## src/rtl/mint_pkg.sv

```systemverilog
package mint_pkg;

    localparam int XLEN    = 64;
    localparam int CODE_W  = 4;
    localparam int NSRC    = 4;

    localparam int BIT_SW  = 3;
    localparam int BIT_TMR = 7;
    localparam int BIT_EXT = 11;
    localparam int BIT_DBG = 14;

    typedef enum logic [CODE_W-1:0] {
        CAUSE_SW  = CODE_W'(BIT_SW),
        CAUSE_TMR = CODE_W'(BIT_TMR),
        CAUSE_EXT = CODE_W'(BIT_EXT),
        CAUSE_DBG = CODE_W'(BIT_DBG)
    } cause_e;

    typedef enum logic {
        SEL_ENABLE  = 1'b0,
        SEL_PENDING = 1'b1
    } csr_sel_e;

    // Field order is priority order: the most significant field wins.
    typedef struct packed {
        logic dbg;
        logic ext;
        logic sw;
        logic tmr;
    } src_vec_t;

    localparam logic [XLEN-1:0] ENABLE_WRITABLE =
        (XLEN'(1) << BIT_SW) | (XLEN'(1) << BIT_TMR) | (XLEN'(1) << BIT_EXT);
    localparam logic [XLEN-1:0] ENABLE_FORCED = XLEN'(1) << BIT_DBG;

    function automatic logic [XLEN-1:0] place_sources(src_vec_t v);
        logic [XLEN-1:0] w;
        w          = '0;
        w[BIT_SW]  = v.sw;
        w[BIT_TMR] = v.tmr;
        w[BIT_EXT] = v.ext;
        w[BIT_DBG] = v.dbg;
        return w;
    endfunction

    function automatic src_vec_t pick_sources(logic [XLEN-1:0] w);
        src_vec_t v;
        v.sw  = w[BIT_SW];
        v.tmr = w[BIT_TMR];
        v.ext = w[BIT_EXT];
        v.dbg = w[BIT_DBG];
        return v;
    endfunction

    // Index follows the flattened src_vec_t: 0 = lowest priority.
    function automatic cause_e code_of_slot(int idx);
        case (idx)
            0:       return CAUSE_TMR;
            1:       return CAUSE_SW;
            2:       return CAUSE_EXT;
            default: return CAUSE_DBG;
        endcase
    endfunction

    function automatic logic [XLEN-1:0] cause_word(logic hit, cause_e code);
        logic [XLEN-1:0] w;
        w = '0;
        if (hit) begin
            w[XLEN-1]     = 1'b1;
            w[CODE_W-1:0] = code;
        end
        return w;
    endfunction

endpackage

```

## src/rtl/mint_enable_reg.sv

```systemverilog
module mint_enable_reg
    import mint_pkg::*;
#(
    parameter logic [XLEN-1:0] WRITABLE = ENABLE_WRITABLE,
    parameter logic [XLEN-1:0] FORCED   = ENABLE_FORCED
) (
    input  logic            clk,
    input  logic            rst,
    input  logic            wr_en,
    input  logic [XLEN-1:0] wr_data,
    output logic [XLEN-1:0] enable_word
);

    logic [XLEN-1:0] stored_q;

    always_ff @(posedge clk) begin
        if (rst) begin
            stored_q <= '0;
        end else if (wr_en) begin
            stored_q <= wr_data & WRITABLE;
        end
    end

    assign enable_word = stored_q | FORCED;

    // a write lands on the writable bits one edge later, forced bits stay set
    a_r2_write_lands: assert property (@(posedge clk) disable iff (rst)
        wr_en |=> enable_word == (($past(wr_data) & WRITABLE) | FORCED));

    // without a write the enable word holds
    a_r2_holds_idle: assert property (@(posedge clk) disable iff (rst)
        !wr_en |=> $stable(enable_word));

endmodule

```

## src/rtl/mint_pending.sv

```systemverilog
module mint_pending
    import mint_pkg::*;
(
    input  logic            clk,
    input  logic            rst,
    input  src_vec_t        requests,
    input  logic [XLEN-1:0] enable_word,
    input  logic            global_en,
    output logic [XLEN-1:0] pending_word,
    output src_vec_t        eligible
);

    src_vec_t enables;

    assign pending_word = place_sources(requests);
    assign enables      = pick_sources(enable_word);

    always_comb begin
        eligible.dbg = requests.dbg;
        eligible.ext = requests.ext & enables.ext & global_en;
        eligible.sw  = requests.sw  & enables.sw  & global_en;
        eligible.tmr = requests.tmr & enables.tmr & global_en;
    end

    // a standard source is eligible only with the global enable set
    a_r5_needs_global: assert property (@(posedge clk) disable iff (rst)
        (eligible.ext || eligible.sw || eligible.tmr) |-> global_en);

    // nothing is eligible without a live request
    a_r10_level_only: assert property (@(posedge clk) disable iff (rst)
        (eligible != '0) |-> (requests != '0));

endmodule

```

## src/rtl/mint_arbiter.sv

```systemverilog
module mint_arbiter
    import mint_pkg::*;
(
    input  src_vec_t eligible,
    output logic     hit,
    output cause_e   code
);

    logic [NSRC-1:0] flat;
    cause_e          slot_code [NSRC];

    assign flat = eligible;

    for (genvar g = 0; g < NSRC; g++) begin : g_slot
        assign slot_code[g] = code_of_slot(g);
    end

    always_comb begin
        hit  = 1'b0;
        code = CAUSE_TMR;
        for (int i = 0; i < NSRC; i++) begin
            if (flat[i]) begin
                hit  = 1'b1;
                code = slot_code[i];
            end
        end
    end

endmodule

```

## src/rtl/mint_ctrl.sv

```systemverilog
module mint_ctrl
    import mint_pkg::*;
(
    input  logic            clk,
    input  logic            rst,
    input  logic            sw_req,
    input  logic            timer_req,
    input  logic            ext_req,
    input  logic            dbg_req,
    input  logic            mstatus_mie,
    input  logic            trap_busy,
    input  logic            csr_wr_en,
    input  logic            csr_wr_sel,
    input  logic [63:0]     csr_wr_data,
    input  logic            csr_rd_sel,
    output logic [63:0]     csr_rd_data,
    output logic            take_irq,
    output logic [63:0]     irq_cause
);

    src_vec_t        requests;
    src_vec_t        eligible;
    logic [XLEN-1:0] enable_word;
    logic [XLEN-1:0] pending_word;
    logic            enable_wr;
    logic            arb_hit;
    cause_e          arb_code;

    assign requests.dbg = dbg_req;
    assign requests.ext = ext_req;
    assign requests.sw  = sw_req;
    assign requests.tmr = timer_req;

    // Writes aimed at the pending word are dropped: it follows the pins.
    assign enable_wr = csr_wr_en && (csr_wr_sel == SEL_ENABLE);

    mint_enable_reg i_enable (
        .clk         (clk),
        .rst         (rst),
        .wr_en       (enable_wr),
        .wr_data     (csr_wr_data),
        .enable_word (enable_word)
    );

    mint_pending i_pending (
        .clk          (clk),
        .rst          (rst),
        .requests     (requests),
        .enable_word  (enable_word),
        .global_en    (mstatus_mie),
        .pending_word (pending_word),
        .eligible     (eligible)
    );

    mint_arbiter i_arbiter (
        .eligible (eligible),
        .hit      (arb_hit),
        .code     (arb_code)
    );

    assign csr_rd_data = (csr_rd_sel == SEL_PENDING) ? pending_word : enable_word;
    assign take_irq    = arb_hit && !trap_busy;
    assign irq_cause   = cause_word(take_irq, arb_code);

    // busy holds the strobe off
    a_r9_busy_blocks: assert property (@(posedge clk) disable iff (rst)
        trap_busy |-> !take_irq);

    // a debug request wins regardless of the enables
    a_r6_debug_forced: assert property (@(posedge clk) disable iff (rst)
        (dbg_req && !trap_busy) |-> (take_irq && irq_cause[3:0] == 4'd14));

    // interrupt flag accompanies the strobe, cause is zero otherwise
    a_r8_cause_flag: assert property (@(posedge clk) disable iff (rst)
        take_irq |-> irq_cause[63]);
    a_r8_cause_idle: assert property (@(posedge clk) disable iff (rst)
        !take_irq |-> irq_cause == '0);

    // external outranks software and timer
    a_r7_ext_over_low: assert property (@(posedge clk) disable iff (rst)
        (take_irq && !dbg_req && ext_req && enable_word[BIT_EXT]) |->
            irq_cause[3:0] == 4'd11);

    // a write to the pending word leaves the enable word alone
    a_r4_pending_write_dropped: assert property (@(posedge clk) disable iff (rst)
        (csr_wr_en && csr_wr_sel) |=> $stable(enable_word));

endmodule

```

## config.mk

```make
export PLATFORM = sky130hd
export DESIGN_NAME = mint_ctrl
export DESIGN_NICKNAME = d
export VERILOG_FILES = /design/src/rtl/mint_pkg.sv /design/src/rtl/mint_enable_reg.sv /design/src/rtl/mint_pending.sv /design/src/rtl/mint_arbiter.sv /design/src/rtl/mint_ctrl.sv
export SDC_FILE = /design/constraint.sdc
export NUM_CORES = 1
export LEC_CHECK = 0
export BUFFER_PORTS_ARGS = -buffer_cell sky130_fd_sc_hd__buf_2
export CORE_AREA = 2 2 79 81
export CTS_CLUSTER_SIZE = 28
export DETAILED_ROUTE_END_ITERATION = 12
export DIE_AREA = 0 0 81 83
export HOLD_SLACK_MARGIN = 0.05
export PLACE_DENSITY = 0.73
export SYNTH_ARGS = -nofsm -noshare
export SYNTH_HDL_FRONTEND = slang
export SYNTH_SLANG_ARGS = --single-unit
```

## constraint.sdc

```tcl
create_clock -name clk -period 0.92 [get_ports clk]
set_input_delay 0.092 -clock clk [delete_from_list [all_inputs] [get_ports clk]]
set_output_delay 0.092 -clock clk [all_outputs]
set_load 0.01 [all_outputs]
```

Word-level counts from Yosys, hierarchy flattened

Cells that the tools add are included.

Flip-flop bits (word level): 3
Output and inout bits: 129
Word-level logic and storage cells: 21

Mux-type cells: 10
Bitwise logic cells: 7
Reduce and logical (&&, ||, !) cells: 3

Operator list:

| cell               | count |
|---|---|
| 15-bit two-way mux | 1 |
| 4-bit two-way mux  | 3 |
| 1-bit AND          | 6 |
| 1-bit two-way mux  | 5 |
| 3-bit two-way mux  | 1 |
| 1-bit logical AND  | 2 |
| 1-bit logical NOT  | 1 |
| 1-bit NOT          | 1 |

Longest topological paths before layout

Depth after elaboration: 8
Depth in mapped cells: 3
Gate-level depth less buffers: 3

Modules after synthesis

Synthesis repeated with hierarchy kept, for this count alone.

Cells, all modules: 285
Area total of the unflattened synthesis: 2692.6 um^2

By module, submodules not included:

| module          | instances | cells an instance | area each (um^2) | sequential area each (um^2) |
|---|---|---|---|---|
| mint_ctrl       | 1         | 138               | 1579.0           | 0.0 |
| mint_enable_reg | 1         | 72                | 566.8            | 60.1 |
| mint_pending    | 1         | 69                | 510.5            | 0.0 |
| mint_arbiter    | 1         | 6                 | 36.3             | 0.0 |

Least setup slack after synthesis

Ideal clock, no wire load.

Path kind: register to output
Start point: reg i_enable.stored_q[11]
End point: out irq_cause[1]
Arrival: 0.948 ns
Data required time: 0.828 ns
Path slack: -0.120 ns
Cell stages (with the launch flop): 4
Path buffers: 1
Cell sequence: dfxtp_1 a31oi_1 o22ai_1 buf_4

Longest elaborated chain between the ends: 6

Ends and longest elaborated chain:

| what                            | RTL line              | RTL |
|---|---|---|
| start, declared                 | mint_enable_reg.sv:14 | `logic [XLEN-1:0] stored_q;` |
| start signal, assigned          | mint_enable_reg.sv:20 | `stored_q <= wr_data & WRITABLE;` |
| 1-bit AND (2 in series)         | mint_pending.sv:20    | `eligible.ext = requests.ext & enables.ext & global_en;` |
| 1-bit two-way mux (2 in series) | mint_arbiter.sv:22    | `if (flat[i]) begin` |
| 1-bit logical AND               | mint_ctrl.sv:62       | `assign take_irq = arb_hit && !trap_busy;` |
| via take_irq                    | mint_ctrl.sv:17       | `output logic take_irq,` |
| 4-bit two-way mux               | mint_pkg.sv:68        | `if (hit) begin` |
| end, declared                   | mint_ctrl.sv:18       | `output logic [63:0] irq_cause` |

The timed path passes the listed nets, and every way through them passes these cells.

Worst setup path in the final report

Start point: reg i_enable.stored_q[3]
End point: out irq_cause[2]

Longest elaborated chain between the ends: 7

Ends and longest elaborated chain:

| what                            | RTL line           | RTL |
|---|---|---|
| 1-bit AND (*) (2 in series)     | mint_pending.sv:21 | `eligible.sw = requests.sw & enables.sw & global_en;` |
| 1-bit two-way mux (3 in series) | mint_arbiter.sv:22 |  |
| 1-bit logical AND               | mint_ctrl.sv:62    |  |
| 4-bit two-way mux (*)           | mint_pkg.sv:68     |  |

Mark *: on every way between the ends. The rest lies on a longest branch, timed or not.

==> flow_metrics.tcl <==
set metrics [dict create \
    vias_per_cell 2.506 \
    num_rows 28 \
    endpoint_kind "primary output" \
    final.setup.worst_slack_ns -0.2496 \
    top_regs "i_enable.stored_q x3" \
    die_area_um2 6723 \
    fin_nets 246 \
    crit_type "register to primary output" \
    synth.distinct_cells 15 \
    hold_class "primary input to register" \
    power.density_nw_per_um2 924.7 \
    grt_overflow 0 \
    firstDrtPassIters 4 \
    grt_pass1_wl_um 1731 \
    area_delta_synth_final_pct -13.13 \
    cts_tree "done" \
    drc 0 \
    synth-compound-area-share_pct 4.305 \
    syn_area_per_cell_um2 7.764 \
    skew_ns 0 \
    cp.required_ns 0.83 \
    drv_slew 0 \
    drive_gt1_share_pct 21.76 \
    ant_nets 0 \
    clk_pin_slew_ns 0.03 \
    vdd_drop_max_v 0.0008267 \
    routed-via-count 614 \
    antenna_found_initial 0 \
    synth-seq-area-share_pct 5.298 \
    htreeDepth 1 \
    max_freq_ghz 0.8550 \
    ioPinCount 204 \
    fin_util_pct 16.93 \
    synthTopCellsByArea "buf_4, dfxtp_1, mux2_2" \
    cap_viol_max_count 0 \
    synthAdderAreaFrac_pct 0 \
    cts_buffers 3 \
    clock_latency_ns 0.22 \
    wire_per_inst_um 5.527 \
    die_w_um 81 \
    numClockSinks 3 \
    drt_iter0_drc 3 \
    cp-start-kind "register" \
    fin_crit_ns 1.170 \
    cts_root_buf "clkbuf_8" \
    grt_max_degree 6 \
    crit_arrival_ns 1.08 \
    p_leak_nw 0.5992 \
    final_common_cell "conb_1" \
    synth_top_area_share_pct 80.13 \
    fin_crit_sh_pct 127.1 \
    yosysWarnings 0 \
    hold_viol_final 0 \
    rrSetupSlack_ns 0.28 \
    synthCells 146 \
    portBuffers 23 \
    holdWs_ns 0.05519 \
    synthMuxAreaShare_pct 5.629 \
    status "complete, but fails checks" \
    worstPathMaxFanout 4 \
    post_cts.repair.setup_buffers 0 \
    die_h_um 83 \
    antenna_cells 0 \
    synth_top_family_by_area "buffers and inverters" \
    max_flop_register "i_enable.stored_q" \
    syn_area_um2 1134 \
    start_util_pct 19.49 \
    synth-xor-area-share_pct 0 \
    setup_violations 9 \
    hold_depth 2 \
    grt_use_total_pct 3.233 \
    hpwlAfterDp_um 1275 \
    clockBufferDepth 2 \
    rsz0062_at_grt "yes" \
    synthSimpleGateAreaFrac_pct 4.305 \
    layout_common_cells "conb_1, buf_2, nor2_1" \
    core_area_um2 5816 \
    ys_seq_elements 3 \
    violations "negative setup slack" \
    largest_register_ffs 3 \
    place_congestion 0.7012 \
    reg2reg_depth 2 \
    routed_wl_um 1354 \
    synth_top_cell_by_area "buf_4" \
    grt_pass1_vias 377 \
]
[cells in the mapped netlist (all sizes together)]
| cell type | count |
|---|---|
| a31oi | 1 |
| buf | 121 |
| a22oi | 2 |
| mux2 | 3 |
| a211oi | 1 |
| a41oi | 1 |
| nand2 | 1 |
| nor2 | 5 |
| nand2b | 2 |
| o22ai | 1 |
| nor2b | 1 |
| conb | 1 |
| dfxtp | 3 |
| mux2i | 3 |
[per-stage QoR]
stage               cells  setup slack, ns  total power [mW]  area, um^2  TNS (ns)
floorplan             264        0.0003599            0.8136        1612         0
global placement      241         -0.06851            0.5061       912.1   -0.1213
detailed placement    241         -0.07886            0.5103       912.1   -0.1431
CTS                   245          -0.2602            0.8995       968.4    -1.546
global route          245          -0.3412            0.9893       984.7    -2.045
finish                245          -0.2496            0.9105       984.7    -1.550
[worst paths after layout]
path | endpoint | startpoint
min reg2reg | i_enable.stored_q[7] | i_enable.stored_q[7]
max | irq_cause[2] | i_enable.stored_q[3]
min | i_enable.stored_q[7] | rst
max reg2reg | i_enable.stored_q[7] | i_enable.stored_q[7]
[area by class of cell]
class,instances,area (um^2)
multi-input combinational,140,649.4
timing repair buffer,23,127.6
tap,75,93.84
clock buffer,4,45.04
sequential,3,68.82
fill,676,4831
[kinds of logic (layout without fill, tap and decap cells)]
family / after synthesis / after routing
buffers and inverters: 121 / 27
and+or+nand+nor: 9 / 9
AOI/OAI and AO/OA: 6 / 6
muxes: 6 / 6
DFF: 3 / 3
other: 1 / 119
[repair_timing]
action                                  in CTS  in global routing
hold buffers                                 0                  0
gates resized for setup                      4                  5
endpoints found under the setup margin       9                  9
pin swaps                                    4                  1
[where the power goes]
group	total [mW]	internal [mW]	leakage, nW	switching [mW]
logic	0.385	0.0861	0.550	0.299
clock network	0.380	0.295	0.0228	0.0849
registers	0.145	0.135	0.0264	0.00950
total	0.911	0.517	0.599	0.394
[metal layers]
layer / wire [um] / part of all wire, % / track usage (%)
met1: 332 / 25 / 2.554
met2: 667 / 49 / 6.011
met3: 353 / 26 / 1.739
met4: 0 / 0 / 1.849
met5: 0 / 0 / 0
[critical path, cell delays in order (launching register included)]
cell and delay, ns:
dfxtp_2 0.33, a22oi_2 0.17, a41oi_1 0.14, nor2_1 0.09
buf_2 0.13
Power figures use the tool's default switching activity.
